<file path="src/rtl/lbus_watch.sv">
module lbus_watch #(
  parameter int TICKS_PER_US = 100
) (
  input  logic       clk,
  input  logic       rst_n,
  input  logic       xfer_start,
  input  logic       xfer_ack,
  input  logic       vme_bound,
  input  logic       tmo_en,
  input  logic [1:0] tmo_sel,
  input  logic       flag_clr,
  output logic       xfer_err,
  output logic       tmo_flag
);

  localparam int MAX_TICKS = 256 * TICKS_PER_US;
  localparam int CW = $clog2(MAX_TICKS + 1);
  localparam logic [CW-1:0] LAST0 = CW'(8 * TICKS_PER_US - 1);
  localparam logic [CW-1:0] LAST1 = CW'(64 * TICKS_PER_US - 1);
  localparam logic [CW-1:0] LAST2 = CW'(256 * TICKS_PER_US - 1);

  logic          armed;
  logic [CW-1:0] ticks;
  logic [CW-1:0] last;
  logic          live;
  logic          arm;
  logic          expire;

  assign last = (tmo_sel == 2'd0) ? LAST0 :
                (tmo_sel == 2'd1) ? LAST1 : LAST2;

  assign live   = tmo_en & ~vme_bound & (tmo_sel != 2'd3);
  assign arm    = xfer_start & live;
  assign expire = armed & live & ~xfer_ack & (ticks >= last);

  always_ff @(posedge clk) begin
    if (!rst_n) begin
      armed    <= 1'b0;
      ticks    <= '0;
      xfer_err <= 1'b0;
      tmo_flag <= 1'b0;
    end else begin
      xfer_err <= expire;
      tmo_flag <= expire | (tmo_flag & ~flag_clr);
      if (arm) begin
        armed <= 1'b1;
        ticks <= '0;
      end else if (expire | xfer_ack | ~live) begin
        armed <= 1'b0;
      end else if (armed) begin
        ticks <= ticks + 1'b1;
      end
    end
  end

endmodule

</file>
<file path="config.mk">
export PLATFORM = sky130hd
export DESIGN_NAME = lbus_watch
export DESIGN_NICKNAME = d
export VERILOG_FILES = /design/src/rtl/lbus_watch.sv
export SDC_FILE = /design/constraint.sdc
export NUM_CORES = 1
export LEC_CHECK = 0
export BUFFER_PORTS_ARGS = -buffer_cell sky130_fd_sc_hd__buf_2
export CAP_MARGIN = 5
export CORE_MARGIN = 2
export CORE_UTILIZATION = 35
export DETAILED_ROUTE_END_ITERATION = 8
export PLACE_DENSITY_LB_ADDON = 0.3
export SETUP_SLACK_MARGIN = 0.5
export SLEW_MARGIN = 25
export SYNTH_ARGS = -nofsm -noshare
export SYNTH_HDL_FRONTEND = slang
export SYNTH_SLANG_ARGS = --single-unit
export TNS_END_PERCENT = 1
</file>
<file path="constraint.sdc">
create_clock -name clk -period 2.6 [get_ports clk]
set_input_delay 0.52 -clock clk [delete_from_list [all_inputs] [get_ports clk]]
set_output_delay 0.52 -clock clk [all_outputs]
set_load 0.03 [all_outputs]
</file>
==> run_summary.xml <==
<?xml version="1.0" encoding="UTF-8"?>
<metrics>
  <group name="critical_path">
    <metric name="cp_data_arrival_time" unit="ns">2.45</metric>
    <metric name="path_delay_family" unit="">simple AND/OR/NAND/NOR gates</metric>
    <metric name="critical_path.reg2reg.endpoint" unit="">ticks[3]</metric>
    <metric name="worstSetupStartpointType" unit="">primary input</metric>
    <metric name="critical_path_buf_inv_count" unit="">2</metric>
    <metric name="path_cells" unit="">buf_2 &gt; and2b_2 &gt; ha_4 &gt; a211oi_2 &gt; a21oi_2 &gt; nor2_2 &gt; o21ai_2 &gt; buf_12 &gt; or4_1 &gt; a21oi_1</metric>
    <metric name="worst-endpoint-required" unit="ns">2.83</metric>
    <metric name="worst_r2r_startpoint" unit="">ticks[0]</metric>
    <metric name="worst_r2r_path_depth" unit="">8</metric>
    <metric name="setup.reg_to_reg.worst_slack" unit="ns">0.46</metric>
    <metric name="crit_slowest_cell" unit="">or4_1</metric>
    <metric name="critPathCaptureType" unit="">register</metric>
    <metric name="crit_path_max_incr_delay" unit="ns">0.50</metric>
    <metric name="worstSetupPathType" unit="">in -&gt; reg</metric>
    <metric name="worst-path-max-fanout" unit="">31</metric>
  </group>
  <group name="cells_and_area">
    <metric name="finalInstanceArea" unit="mm²">0.00133</metric>
    <metric name="final_nets" unit="">160</metric>
    <metric name="area_delta_synth_final" unit="%">19.8</metric>
    <metric name="count_of_fill_cells_added_during_filler_insertion" unit="">307</metric>
    <metric name="instances_no_fill" unit="">185</metric>
    <metric name="num_antenna_cells" unit="">0</metric>
    <metric name="layout-drive-gt1-share" unit="%">27.7</metric>
  </group>
  <group name="timing">
    <metric name="setup-tns-final" unit="ns">0</metric>
    <metric name="layout_setup_ws" unit="ns">0.378</metric>
    <metric name="report.final.setup_viol" unit="">0</metric>
    <metric name="timing_worst_slew_pin_value" unit="ns">0.584</metric>
    <metric name="timing.max_slew.rel_slack" unit="%">61.0</metric>
    <metric name="slew_viol_final" unit="">0</metric>
    <metric name="layout_min_cycle_time" unit="ns">2.22</metric>
    <metric name="grt_setup_unrepaired" unit="">true</metric>
    <metric name="finalHoldWorstSlack" unit="ns">0.458</metric>
    <metric name="finalHoldViolCount" unit="">0</metric>
    <metric name="part_of_the_cycle_the_worst_path_needs" unit="%">85.5</metric>
    <metric name="max_clock_freq" unit="GHz">0.450</metric>
    <metric name="skew" unit="ns">0.00778</metric>
  </group>
  <group name="yosys">
    <metric name="ys.flop_type" unit="">dfxtp_1</metric>
    <metric name="synth_compound_gate_area_share" unit="%">22.7</metric>
    <metric name="synth-async-reset-ratio" unit="%">0</metric>
    <metric name="synth_simple_gate_area_share" unit="%">28.6</metric>
    <metric name="ys_warn_count" unit="">0</metric>
    <metric name="cell_accounting_for_the_most_synthesized_area" unit="">dfxtp_1</metric>
    <metric name="synth_enable_flop_cells" unit="">0</metric>
    <metric name="ys_ff_latch" unit="">18</metric>
    <metric name="syn-mean-instance-area" unit="µm²">8.68</metric>
    <metric name="xor_xnor_share_of_the_synthesized_area" unit="%">0.788</metric>
    <metric name="dominant_combinational_cell_family_by_area_after_synthesis" unit="">simple AND/OR/NAND/NOR gates</metric>
    <metric name="synth-seq-area-share" unit="%">32.4</metric>
    <metric name="synth_largest_type_area_fraction" unit="%">32.4</metric>
    <metric name="post_synth_instance_area" unit="mm²">0.00111</metric>
    <metric name="synth.area.top_cells" unit="">dfxtp_1 32%, ha_1 10%, o31ai_1 8.1%</metric>
    <metric name="netlist_instances" unit="">128</metric>
    <metric name="yosys.area_share.adder" unit="%">11.1</metric>
    <metric name="synth_cell_type_count" unit="">34</metric>
    <metric name="mappedNetlistNets" unit="">146</metric>
    <metric name="yosys-mux-area-fraction" unit="%">0</metric>
  </group>
  <group name="place">
    <metric name="postPlaceCellArea" unit="mm²">0.00127</metric>
    <metric name="placement.setup.worst_slack" unit="ns">0.0641</metric>
    <metric name="post-place-cells" unit="">180</metric>
    <metric name="dpl.hpwl" unit="µm">1830</metric>
    <metric name="final_estimated_routing_congestion_in_global_placement" unit="">0.800</metric>
    <metric name="io_buffers" unit="">10</metric>
  </group>
  <group name="cts">
    <metric name="worst_skew_pair.late_latency" unit="ns">0.30</metric>
    <metric name="cts_inserted_buffers" unit="">3</metric>
    <metric name="clock-root-buffer" unit="">clkbuf_4</metric>
    <metric name="cts-hold-fix-buffers" unit="">0</metric>
    <metric name="tritoncts" unit="">yes</metric>
    <metric name="cts_buffer_depth" unit="">2</metric>
    <metric name="clock-sinks" unit="">18</metric>
    <metric name="clkSlewWorstSetupHoldPaths" unit="ns">0.11</metric>
    <metric name="ctsHtreeMaxLevel" unit="">1</metric>
  </group>
  <group name="global_routing">
    <metric name="globalRouteTotalUtil" unit="%">15.3</metric>
    <metric name="grt_pass1_vias" unit="">916</metric>
    <metric name="groute.layer.met3.usage" unit="%">4.69</metric>
    <metric name="grt_first_pass_wirelength" unit="µm">4250</metric>
    <metric name="globalRouteMet1Util" unit="%">22.3</metric>
    <metric name="antenna_found_initial" unit="">0</metric>
    <metric name="overflow" unit="">0</metric>
    <metric name="maximum_number_of_pins_on_one_net_before_global_route_repair" unit="">32</metric>
    <metric name="global_route.peak_usage_layer" unit="">met2</metric>
    <metric name="grt_use_met2" unit="%">22.7</metric>
  </group>
  <group name="pwr">
    <metric name="power.ir.vdd_worst" unit="µV">248</metric>
    <metric name="static-leakage-power" unit="nW">0.471</metric>
    <metric name="power_per_cell_area" unit="mW/mm²">371</metric>
  </group>
  <group name="min_path">
    <metric name="min-delay-start" unit="">rst_n</metric>
    <metric name="hold_class" unit="">in -&gt; reg</metric>
    <metric name="worst_hold_path.endpoint" unit="">armed</metric>
    <metric name="worstHoldPathCells" unit="">2</metric>
  </group>
  <group name="route">
    <metric name="drt_iter0_markers" unit="">23</metric>
    <metric name="drt.antenna.violating_nets" unit="">0</metric>
    <metric name="route.final.wire_length" unit="µm">2550</metric>
    <metric name="vias_per_cell" unit="">5.56</metric>
    <metric name="route.detailed.wl_per_inst" unit="µm">13.8</metric>
    <metric name="route.vias.total" unit="">1028</metric>
    <metric name="route.detailed.drc" unit="">0</metric>
    <metric name="drt_first_pass_iters" unit="">4</metric>
  </group>
  <group name="die">
    <metric name="die_area" unit="mm²">0.00364</metric>
    <metric name="ioPinCount" unit="">11</metric>
    <metric name="initial_utilization" unit="%">36.7</metric>
    <metric name="floorplan.core_area" unit="mm²">0.00303</metric>
    <metric name="floorplan.rows" unit="">20</metric>
    <metric name="die_w" unit="µm">60.3</metric>
    <metric name="die_y" unit="µm">60.3</metric>
  </group>
  <group name="flow_run">
    <metric name="drv.max_cap_violation_count" unit="">0</metric>
  </group>
  <group name="status">
    <metric name="run_status" unit="">finished, final reports clean</metric>
  </group>
</metrics>
## how the worst max path moves through the flow
stage	to	start	depth (start not counted)	slack [ns]
final	ticks[3]	tmo_sel[1]	10	0.38
after global routing	ticks[9]	tmo_sel[1]	10	0.30
after floorplan	ticks[7]	tmo_sel[1]	10	0.37
after detailed placement	ticks[3]	tmo_sel[1]	10	0.06
after global placement	ticks[3]	tmo_sel[1]	10	0.11
after CTS	ticks[3]	tmo_sel[1]	10	0.38
## worst reg2reg max path, delay by kind of cell (launching register included)
family	cells	cell delay [ns]
flops	1	0.40
simple gates	2	0.58
buf+inv	2	0.30
fa+ha+maj	1	0.33
compound gates	3	0.47
## per-layer routing
metal / up-vias / wire length, µm
met4: 0 / 15
met3: 2 / 60
met1: 486 / 1340
li1: 531 / -
met5: - / 0
met2: 9 / 1130
## repair_timing
action                     CTS  global route
pin swaps                    0             3
gates resized for setup      1             5
setup endpoints to repair    9            17
setup buffers                0             1
cloned                       0             0
## flip-flops by register name, indices dropped and copies added (netlist names)
signal and flops:
xfer_err 1, tmo_flag 1, ticks 15, armed 1
## power by group
group / switching (mW) / leakage (nW) / total [mW] / internal, mW
Combinational: 0.0205 / 0.305 / 0.0340 / 0.0135
Clock: 0.0986 / 0.0210 / 0.184 / 0.0854
Sequential: 0.000304 / 0.145 / 0.276 / 0.276
Total: 0.119 / 0.471 / 0.495 / 0.375
## final cells by class
type | count | area, µm² | area share, %
multi-input combinational | 100 | 768 | 57.7
sequential | 18 | 360 | 27.1
timing repair buffer | 14 | 92.6 | 6.95
tap | 44 | 55.1 | 4.14
clock buffer | 4 | 36.3 | 2.73
inverter | 5 | 18.8 | 1.41
## logic make-up (layout without fill, tap and decap cells)
group,after synthesis,count (layout)
and+or+nand+nor,51,51
AOI/OAI and AO/OA,38,38
DFF,18,18
adders and majority gates,10,10
buffers and inverters,10,23
xor gates and xnor gates,1,1
## through the flow
| step | utilization [%] | power (mW) |
|---|---|---|
| 2_1_floorplan | - | 0.303 |
| 3_3_place_gp | 41.9 | 0.314 |
| 3_5_place_dp | 41.9 | 0.316 |
| 4_1_cts | 43.1 | 0.496 |
| 5_1_grt | 44.0 | 0.511 |
| 6_report | 44.0 | 0.495 |
## cells in the final DEF (no fill, tap or decap), drive strengths merged
master / netlist / routed
ha: 9 / 9
nand3: 8 / 8
or3: 2 / 2
inv: 5 / 5
and2b: 1 / 1
o21ai: 4 / 4
a31o: 1 / 1
o31ai: 12 / 12
nand4: 9 / 9
nor4: 1 / 1
dfxtp: 18 / 18
a21oi: 16 / 16
and3: 3 / 3
xor2: 1 / 1
maj3: 1 / 1
buf: 3 / 14
and2: 3 / 3
nand2: 7 / 7
a41oi: 1 / 1
a211oi: 2 / 2
o21ba: 1 / 1
or4: 12 / 12
or2: 1 / 1
and3b: 1 / 1
nand3b: 1 / 1
nor2: 2 / 2
o31a: 1 / 1
clkbuf: 2 / 4
## cell usage after synthesis, types with 2 or more instances
cell type	n
o31ai_1	12
inv_1	5
a21oi_1	16
o21ai_1	3
and2_1	2
or3_1	2
buf_2	2
nand2_1	7
clkbuf_1	2
ha_1	9
nand4_1	9
nand3_1	8
dfxtp_1	18
or4_1	12
a211oi_1	2
(Power assumes the default switching activity.)
